--- config.mk ---
export PLATFORM = sky130hd
export DESIGN_NAME = tlb_rot
export DESIGN_NICKNAME = d
export VERILOG_FILES = /design/src/rtl/tlb_rot_pkg.sv /design/src/rtl/tlb_repl_ctr.sv /design/src/rtl/tlb_cam.sv /design/src/rtl/tlb_rot.sv
export SDC_FILE = /design/constraint.sdc
export NUM_CORES = 2
export LEC_CHECK = 0
export BUFFER_PORTS_ARGS = -buffer_cell sky130_fd_sc_hd__buf_2
export CORE_UTILIZATION = 40
export CTS_CLUSTER_DIAMETER = 50
export DETAILED_ROUTE_END_ITERATION = 12
export GPL_TIMING_DRIVEN = 0
export PLACE_DENSITY = 0.54
export REMOVE_ABC_BUFFERS = 1
export SLEW_MARGIN = 0
export SYNTH_ARGS = -nofsm -noshare
export SYNTH_HDL_FRONTEND = slang
export SYNTH_SLANG_ARGS = --single-unit
--- constraint.sdc ---
create_clock -name clk -period 3.75 [get_ports clk]
set_input_delay 0.375 -clock clk [delete_from_list [all_inputs] [get_ports clk]]
set_output_delay 0.375 -clock clk [all_outputs]
set_load 0.01 [all_outputs]
--- src/rtl/tlb_rot_pkg.sv ---
package tlb_rot_pkg;
  localparam int VA_W_DEF    = 32;
  localparam int PAGE_W_DEF  = 12;
  localparam int ENTRIES_DEF = 32;
  localparam int FIXED_DEF   = 4;

  typedef enum logic [1:0] {
    RES_HIT    = 2'd0,
    RES_BYPASS = 2'd1,
    RES_MISS   = 2'd2
  } res_kind_e;
endpackage

--- src/rtl/tlb_repl_ctr.sv ---
module tlb_repl_ctr #(
  parameter int ENTRIES = 32,
  parameter int FIXED   = 4,
  parameter int IDX_W   = $clog2(ENTRIES)
) (
  input  logic             clk,
  input  logic             rst,
  input  logic             step,
  output logic [IDX_W-1:0] idx
);
  localparam logic [IDX_W-1:0] TOP   = IDX_W'(ENTRIES - 1);
  localparam logic [IDX_W-1:0] FLOOR = IDX_W'(FIXED);

  always_ff @(posedge clk) begin
    if (rst) begin
      idx <= TOP;
    end else if (step) begin
      if (idx == FLOOR) idx <= TOP;
      else              idx <= idx - 1'b1;
    end
  end
endmodule

--- src/rtl/tlb_cam.sv ---
module tlb_cam #(
  parameter int ENTRIES = 32,
  parameter int VPN_W   = 20,
  parameter int IDX_W   = $clog2(ENTRIES)
) (
  input  logic             clk,
  input  logic             rst,
  input  logic             wr_en,
  input  logic [IDX_W-1:0] wr_idx,
  input  logic [VPN_W-1:0] wr_vpn,
  input  logic [VPN_W-1:0] wr_pfn,
  input  logic             wr_w,
  input  logic             wr_v,
  input  logic [VPN_W-1:0] lk_vpn,
  output logic             hit,
  output logic [VPN_W-1:0] hit_pfn,
  output logic             hit_w
);
  logic [VPN_W-1:0]   vpn_q [ENTRIES];
  logic [VPN_W-1:0]   pfn_q [ENTRIES];
  logic [ENTRIES-1:0] w_q;
  logic [ENTRIES-1:0] v_q;
  logic [ENTRIES-1:0] match;

  // data fields carry no reset; only the valid flags are cleared
  always_ff @(posedge clk) begin
    if (wr_en) begin
      vpn_q[wr_idx] <= wr_vpn;
      pfn_q[wr_idx] <= wr_pfn;
      w_q[wr_idx]   <= wr_w;
    end
  end

  always_ff @(posedge clk) begin
    if (rst)        v_q <= '0;
    else if (wr_en) v_q[wr_idx] <= wr_v;
  end

  for (genvar g = 0; g < ENTRIES; g++) begin : g_cmp
    assign match[g] = v_q[g] && (vpn_q[g] == lk_vpn);
  end

  // lowest matching index wins
  always_comb begin
    hit     = |match;
    hit_pfn = '0;
    hit_w   = 1'b0;
    for (int i = ENTRIES - 1; i >= 0; i--) begin
      if (match[i]) begin
        hit_pfn = pfn_q[i];
        hit_w   = w_q[i];
      end
    end
  end
endmodule

--- src/rtl/tlb_rot.sv ---
module tlb_rot
  import tlb_rot_pkg::*;
#(
  parameter int VA_W    = VA_W_DEF,
  parameter int PAGE_W  = PAGE_W_DEF,
  parameter int ENTRIES = ENTRIES_DEF,
  parameter int FIXED   = FIXED_DEF,
  parameter int IDX_W   = $clog2(ENTRIES)
) (
  input  logic             clk,
  input  logic             rst,
  input  logic             stage_hi_we,
  input  logic             stage_lo_we,
  input  logic [VA_W-1:0]  stage_wdata,
  input  logic             repl_we,
  input  logic             lkp_valid,
  input  logic [VA_W-1:0]  lkp_vaddr,
  input  logic             lkp_write,
  output logic             res_valid,
  output logic [VA_W-1:0]  res_paddr,
  output logic             res_miss,
  output logic             res_wprot,
  output logic [VA_W-1:0]  bad_vaddr,
  output logic             bad_write,
  output logic [IDX_W-1:0] repl_idx
);
  localparam int VPN_W = VA_W - PAGE_W;

  logic [VPN_W-1:0] stg_vpn, stg_pfn;
  logic             stg_w, stg_v;
  logic             unused_stage_bits;
  logic             is_mapped, cam_hit, cam_w;
  logic [VPN_W-1:0] cam_pfn;
  res_kind_e        kind;

  assign unused_stage_bits = ^stage_wdata[PAGE_W-1:2];

  always_ff @(posedge clk) begin
    if (rst) begin
      stg_vpn <= '0;
      stg_pfn <= '0;
      stg_w   <= 1'b0;
      stg_v   <= 1'b0;
    end else begin
      if (stage_hi_we) stg_vpn <= stage_wdata[VA_W-1:PAGE_W];
      if (stage_lo_we) begin
        stg_pfn <= stage_wdata[VA_W-1:PAGE_W];
        stg_w   <= stage_wdata[1];
        stg_v   <= stage_wdata[0];
      end
    end
  end

  assign is_mapped = (lkp_vaddr[VA_W-1:VA_W-2] != 2'b11);

  tlb_repl_ctr #(.ENTRIES(ENTRIES), .FIXED(FIXED), .IDX_W(IDX_W)) u_ctr (
    .clk (clk),
    .rst (rst),
    .step(lkp_valid && is_mapped),
    .idx (repl_idx)
  );

  tlb_cam #(.ENTRIES(ENTRIES), .VPN_W(VPN_W), .IDX_W(IDX_W)) u_cam (
    .clk    (clk),
    .rst    (rst),
    .wr_en  (repl_we),
    .wr_idx (repl_idx),
    .wr_vpn (stg_vpn),
    .wr_pfn (stg_pfn),
    .wr_w   (stg_w),
    .wr_v   (stg_v),
    .lk_vpn (lkp_vaddr[VA_W-1:PAGE_W]),
    .hit    (cam_hit),
    .hit_pfn(cam_pfn),
    .hit_w  (cam_w)
  );

  always_comb begin
    if (!is_mapped)   kind = RES_BYPASS;
    else if (cam_hit) kind = RES_HIT;
    else              kind = RES_MISS;
  end

  always_ff @(posedge clk) begin
    if (rst) begin
      res_valid <= 1'b0;
      res_paddr <= '0;
      res_miss  <= 1'b0;
      res_wprot <= 1'b0;
      bad_vaddr <= '0;
      bad_write <= 1'b0;
    end else begin
      res_valid <= lkp_valid;
      res_miss  <= 1'b0;
      res_wprot <= 1'b0;
      if (lkp_valid) begin
        unique case (kind)
          RES_BYPASS: res_paddr <= {2'b00, lkp_vaddr[VA_W-3:0]};
          RES_HIT: begin
            res_paddr <= {cam_pfn, lkp_vaddr[PAGE_W-1:0]};
            res_wprot <= lkp_write && !cam_w;
          end
          default: begin
            res_paddr <= '0;
            res_miss  <= 1'b1;
            bad_vaddr <= lkp_vaddr;
            bad_write <= lkp_write;
          end
        endcase
      end
    end
  end
endmodule

# After elaboration in Yosys (flattened, before gate mapping)

Memory sizes are Yosys's and may differ from the RTL's.
Index checks and enable logic that the tools add are counted.

Word-level logic and storage cells: 173
Bits in registers: 179
Memories kept: 2
Memory bits (writable): 1280

Add/subtract/negate cells: 1
Eq/ne operators: 35
Reduce and logical (&&, ||, !) cells: 42
Multiplexer cells: 75
Order comparisons: 2
Bitwise operators: 3

Memories:

| name        | depth | width | read ports | clocked after Yosys merged registers in | wr ports | line          | source |
|---|---|---|---|---|---|---|---|
| u_cam.pfn_q | 32    | 20    | 32         | 0                                       | 1        | tlb_cam.sv:20 | `logic [VPN_W-1:0] pfn_q [ENTRIES];` |
| u_cam.vpn_q | 32    | 20    | 32         | 0                                       | 1        | tlb_cam.sv:19 | `logic [VPN_W-1:0] vpn_q [ENTRIES];` |

Operator list:

| kind                                                 | number |
|---|---|
| == test 20 bit                                       | 32 |
| 2-to-1 mux 20 bit                                    | 32 |
| bitwise mux 32 bit                                   | 2 |
| case mux 32 bit (2 select lines)                     | 1 |
| 2-to-1 mux 1 bit                                     | 36 |
| logical AND 1 bit                                    | 35 |
| OR reduction 32 bit                                  | 1 |
| < comparator 5 x 6 -> 1 bit (second input constant)  | 1 |
| demux 1 bit (select 5 bit)                           | 1 |
| == test 5 x 3 -> 1 bit (second input constant)       | 1 |
| >= comparator 5 x 1 -> 1 bit (second input constant) | 1 |
| 2-to-1 mux 5 bit                                     | 1 |
| subtractor 5 x 1 -> 5 bit (second input constant)    | 1 |
| 2-to-1 mux 2 bit                                     | 2 |
| OR reduction 2 bit                                   | 2 |
| inverter 1 bit                                       | 3 |
| OR reduction 3 bit                                   | 1 |
| == test 2 x 1 -> 1 bit (second input constant)       | 1 |
| logical NOT 2 bit                                    | 1 |
| != test 2 bit (second input constant)                | 1 |
| AND reduction 2 bit                                  | 1 |
| logical NOT 1 bit                                    | 1 |

# Logic depth before layout (Yosys ltp)

Depth after elaboration: 36
Gate-level depth with buffers: 16

# By module

From an unflattened synthesis, not the netlist that was laid out.

Cells, all modules: 4091
Area, all modules: 59802.4 um2

Modules (own cells, without submodules):

| module       | cells each | area an instance (um2) | times used |
|---|---|---|---|
| tlb_cam      | 3621       | 55364.3                | 1 |
| tlb_rot      | 445        | 4180.3                 | 1 |
| tlb_repl_ctr | 25         | 257.7                  | 1 |

# Worst setup path before layout

No wires, ideal clock.

Path type: reg2reg
Start: register u_ctr.idx[2]
End: memory u_cam.pfn_q[4][0] (enable)
Data required time: 3309 ps
Period minus slack after synthesis: 3472 ps
Slack: 278 ps
Arrival: 3031 ps
Stages on the path, launching flop included: 5
Buffers on the path: 2
Cell sequence: dfxtp_1 > clkbuf_1 > or3b_2 > clkbuf_1 > nor2_1

RTL lines:

| item                     | line               | source |
|---|---|---|
| start: declaration       | tlb_repl_ctr.sv:9  | `output logic [IDX_W-1:0] idx` |
| start signal: assignment | tlb_repl_ctr.sv:19 | `else idx <= idx - 1'b1;` |
| end: declaration         | tlb_cam.sv:20      |  |

No word-level cell before the write port.

==> flow_results.org <==
** Status
- The flow ran to the end, and the final reports show no timing, DRC or antenna violations.

** Worst setup path
- Of all nets on the critical path, the largest fanout is 17.
- Among all stages on the critical path, the largest delay is contributed by sky130_fd_sc_hd__a22oi_1.
- On the worst path, the slowest cell contributes a delay of 0.50 ns.
- The setup path with the least slack is of type register to register.
- STA classifies the critical path endpoint as a register.
- Walking the worst path, the cells encountered are xor2_1 > nor4_1 > nand4_1 > a211oi_4 > buf_8 > a221oi_1 > o311ai_1 > o21ai_1 > a22oi_1 > a221oi_2 > o41ai_2 > o2bb2ai_1.
- The kind of cell with the highest combined delay along the critical path is compound AO/OA/AOI/OAI gates.
- CP bufs+invs :: 1
- Arr. time, crit path :: 4.31 ns
- The worst setup path is launched from a register.
- Data on the critical path is required at its endpoint by 4.45 ns.

** Routing
- After detailed routing, the number of remaining DRC violations is 0.
- The routed design has 179,900 um of wire.
- ANT nets after route :: 0
- Drt first pass iters :: 5
- Routed length per placed instance :: 27.73 um
- After the first detailed-routing iteration, the DRC count stood at 3,691.
- Routed via count :: 36.05k
- Ratio of routed vias to standard cells :: 5.556

** CTS
- In this run, CTS created clock tree buffers numbering 163.
- No sink is reached through more buffers than the 3 on the longest clock path.
- TritonCTS built the clock tree.
- Buffer type at the clock tree root :: sky130_fd_sc_hd__clkbuf_16
- The later pin in the worst-skew pair is clocked with a latency of around 0.8 ns.
- CTS clk-pin slew, worst paths :: 0.06 ns
- CTS built an H-tree with a depth of 4.
- Number of clock sinks :: about 1.5k

** Timing
- Setup repair after global routing could not meet its margin everywhere.
- Pin slew with the least headroom to its limit :: 1.477 ns
- Total of endpoints with negative setup slack in the final report :: 0
- Worst-case hold slack :: 0.06207 ns
- After layout, the minimum clock period comes to 3.609 ns.
- Based on the critical path, the design can be clocked at up to 277.1 MHz.
- Final Skew :: about 0.027 ns
- Worst-case headroom to the max-slew limit :: 1.281%
- The number of hold violations in the final report is 0.
- Of the available clock period, the critical path in the final layout requires 96.23%.
- The number of pins exceeding their max-slew limit in the final report is 0.

** Die
- Vert. Die Dim :: ~390 um
- Number of top-level design ports :: roughly 140
- Total Die Area :: 152,000 um^2
- Starting utilization of the core area :: 40.51%
- Horizontal die dimension :: 389.9 um
- Number of placement rows :: 141
- After floorplanning, the core was sized to cover 148,500 um^2.

** Placement
- The number of placed instances, taps included, is 6,099.
- The congestion estimate from routability-driven global placement came to approximately 0.78.
- Count of buffers inserted at the top-level ports :: 133
- Placed cell area :: 64,360 um^2
- Placed wire-length estimate after detailed placement :: 108,600 um

** Synthesis
- Number of warnings reported in the yosys synthesis log :: 0
- Largest cells by area after synthesis :: sky130_fd_sc_hd__edfxtp_1 (65%), sky130_fd_sc_hd__xnor2_1 (5.4%), sky130_fd_sc_hd__dfxtp_1 (4.9%)
- Sequential element share of the synthesized area :: 70.36%
- #FFs+latches synth :: 1,459
- Summing every instance area after synthesis gives about 60,000 um^2.
- Synth top area share :: ~65%
- After synthesis, the share of flip-flops with an asynchronous set or reset is 0%.
- Number of standard cells after synthesis :: between 4k and 5k
- Number of enable flip-flop cells after synthesis :: 1,312
- Among all flip-flop cells after synthesis, the most frequent one is sky130_fd_sc_hd__edfxtp_1.
- Cell type with the highest aggregate area in the netlist :: sky130_fd_sc_hd__edfxtp_1
- Yosys mapped the design onto 78 distinct sky130hd cell types.
- After synthesis, the mean cell area works out to around 15 um^2.

** Global routing
- The total overflow left after global routing is 0.
- Across every metal layer, demand over resource in global routing totals 23.48%.
- Initial antenna violation count :: 15
- Via count of the first global-routing pass :: between 30k and 40k
- Entering global routing, the biggest net connects just under 90 pins.
- The first global-routing pass estimated 254,700 um of wire.

** Power and ir drop
- Power after layout :: between 30 and 40 mW
- Power spread over the standard cell area amounts to roughly 500 nW/um^2.
- VDD sags by at most 380.7 uV.
- Summed over all cells, the static leakage comes to around 24 nW.

** Min path
- Worst min-delay path class :: primary input to register

** Flow run
- Max-capacitance violation count :: 0

** Cells and area
- Final instance area :: 70,850 um^2
- Filler-free cell count of the finished design :: 6,488
- Number of nets in the final layout :: 4,416
- Post-synthesis to final-layout area growth :: 17.72%
- In the final layout, the share of cells above drive strength 1 is 15.88%.
-- cells in the mapped netlist, types with 37 or more instances --
| cell type | number |
|---|---|
| sky130_fd_sc_hd__nor4_1 | 79 |
| sky130_fd_sc_hd__a22oi_1 | 37 |
| sky130_fd_sc_hd__a21oi_1 | 136 |
| sky130_fd_sc_hd__dfxtp_1 | 147 |
| sky130_fd_sc_hd__nand2_1 | 223 |
| sky130_fd_sc_hd__nand4_1 | 92 |
| sky130_fd_sc_hd__a221oi_1 | 45 |
| sky130_fd_sc_hd__o221ai_1 | 54 |
| sky130_fd_sc_hd__xor2_1 | 273 |
| sky130_fd_sc_hd__nor2_1 | 266 |
| sky130_fd_sc_hd__buf_6 | 52 |
| sky130_fd_sc_hd__inv_1 | 56 |
| sky130_fd_sc_hd__clkbuf_1 | 120 |
| sky130_fd_sc_hd__and3_1 | 48 |
| sky130_fd_sc_hd__o21ai_0 | 131 |
| sky130_fd_sc_hd__nand3_1 | 51 |
| sky130_fd_sc_hd__xnor2_1 | 371 |
| sky130_fd_sc_hd__a31oi_1 | 37 |
| sky130_fd_sc_hd__mux2i_1 | 98 |
| sky130_fd_sc_hd__buf_2 | 43 |
| sky130_fd_sc_hd__edfxtp_1 | 1312 |
-- cell usage in the layout (no fill, tap or decap), types with 66 or more instances in the layout --
master                      netlist  layout
sky130_fd_sc_hd__edfxtp_1      1312    1312
sky130_fd_sc_hd__xnor2_1        371     371
sky130_fd_sc_hd__xor2_1         273     273
sky130_fd_sc_hd__nor2_1         266     230
sky130_fd_sc_hd__nand2_1        223     217
sky130_fd_sc_hd__clkbuf_16        0     168
sky130_fd_sc_hd__a21oi_1        136     136
sky130_fd_sc_hd__o21ai_0        131     130
sky130_fd_sc_hd__dfxtp_1        147     121
sky130_fd_sc_hd__buf_2           43     112
sky130_fd_sc_hd__mux2i_1         98      98
sky130_fd_sc_hd__nand4_1         92      93
sky130_fd_sc_hd__nor4_1          79      66
-- path summary, 6_finish.rpt --
| path | start | endpoint | slack, ns | depth (start not counted) |
|---|---|---|---|---|
| setup / recovery | u_cam.vpn_q[31][14] | res_paddr[24] | 0.14 | 12 |
| hold / removal | lkp_vaddr[29] | bad_vaddr[29] | 0.06 | 3 |
| setup reg to reg | u_cam.vpn_q[31][14] | res_paddr[24] | 0.14 | 12 |
| hold reg to reg | res_paddr[7] | res_paddr[7] | 0.47 | 1 |
-- worst register-to-register path, cell delays in order, from the launching register on --
cell and delay, ns:
sky130_fd_sc_hd__edfxtp_1 0.38, sky130_fd_sc_hd__xor2_1 0.15, sky130_fd_sc_hd__nor4_1 0.39, sky130_fd_sc_hd__nand4_1 0.31
sky130_fd_sc_hd__a211oi_4 0.41, sky130_fd_sc_hd__buf_8 0.24, sky130_fd_sc_hd__a221oi_1 0.11, sky130_fd_sc_hd__o311ai_1 0.31
sky130_fd_sc_hd__o21ai_1 0.18, sky130_fd_sc_hd__a22oi_1 0.50, sky130_fd_sc_hd__a221oi_2 0.15, sky130_fd_sc_hd__o41ai_2 0.25
sky130_fd_sc_hd__o2bb2ai_1 0.14
-- power by group --
group	leakage, nW	switching (mW)	internal, mW
registers	13.3	0.327	17.9
logic	7.92	0.919	0.496
clock network	2.58	6.60	9.22
total	23.8	7.85	27.6
-- timing repair --
action                     CTS  global route
pin swaps                   15            17
setup endpoints to repair   67            64
hold buffers                36             0
gates cloned                 4             2
gates resized for setup     63            26
setup buffers               20            16
hold endpoints to repair    88             0
-- logic make-up (layout without fill, tap and decap cells) --
family	after synthesis	in the layout	synth area share, %
DFF	1459	1459	70.36
and+or+nand+nor	885	891	7.223
AOI/OAI and AO/OA	704	704	8.347
xor gates and xnor gates	644	644	9.373
buffers and inverters	312	680	2.929
muxes	100	100	1.667
adders and majority gates	5	5	0.1040
other	0	3	0
-- area by class of cell --
class,count,area [um^2]
Clock buffer,214,4487
Inverter,56,210.2
Timing Repair Buffer,316,3530
Clock inverter,94,832.0
Antenna cell,3,7.507
Multi-Input combinational cell,2344,16900
Fill cell,12860,77700
Sequential cell,1459,42380
Tap cell,2002,2505
-- metal layers --
layer / part of all wire (%) / up-vias / wire [um] / track usage (%)
met5: 0.0044 / - / 8 / 0
met4: 2.6 / 2 / 4696 / 6.902
met3: 7.2 / 242 / 13000 / 3.718
met2: 47 / 1406 / 83680 / 37.40
met1: 44 / 18390 / 78520 / 33.10
li1: - / 16000 / - / -
-- stage by stage --
step	utilization, %	TNS, ns	setup slack [ns]
finish	47.69	0	0.1413
global route	47.69	-0.03505	-0.02111
CTS	47.49	0	0.008512
detailed placement	43.33	-123.75	-2.109
global placement	41.60	-2139.10	-7.733
floorplan	-	-82.03	-1.456
-- state kept, by name (all words and copies together), names as in the netlist, 20 cells and up --
register,count
u_cam.v_q,32
u_cam.vpn_q,640
u_cam.w_q,32
stg_pfn,20
bad_vaddr,32
stg_vpn,20
res_paddr,32
u_cam.pfn_q,640
No activity file was read; power rests on OpenSTA's default activity.
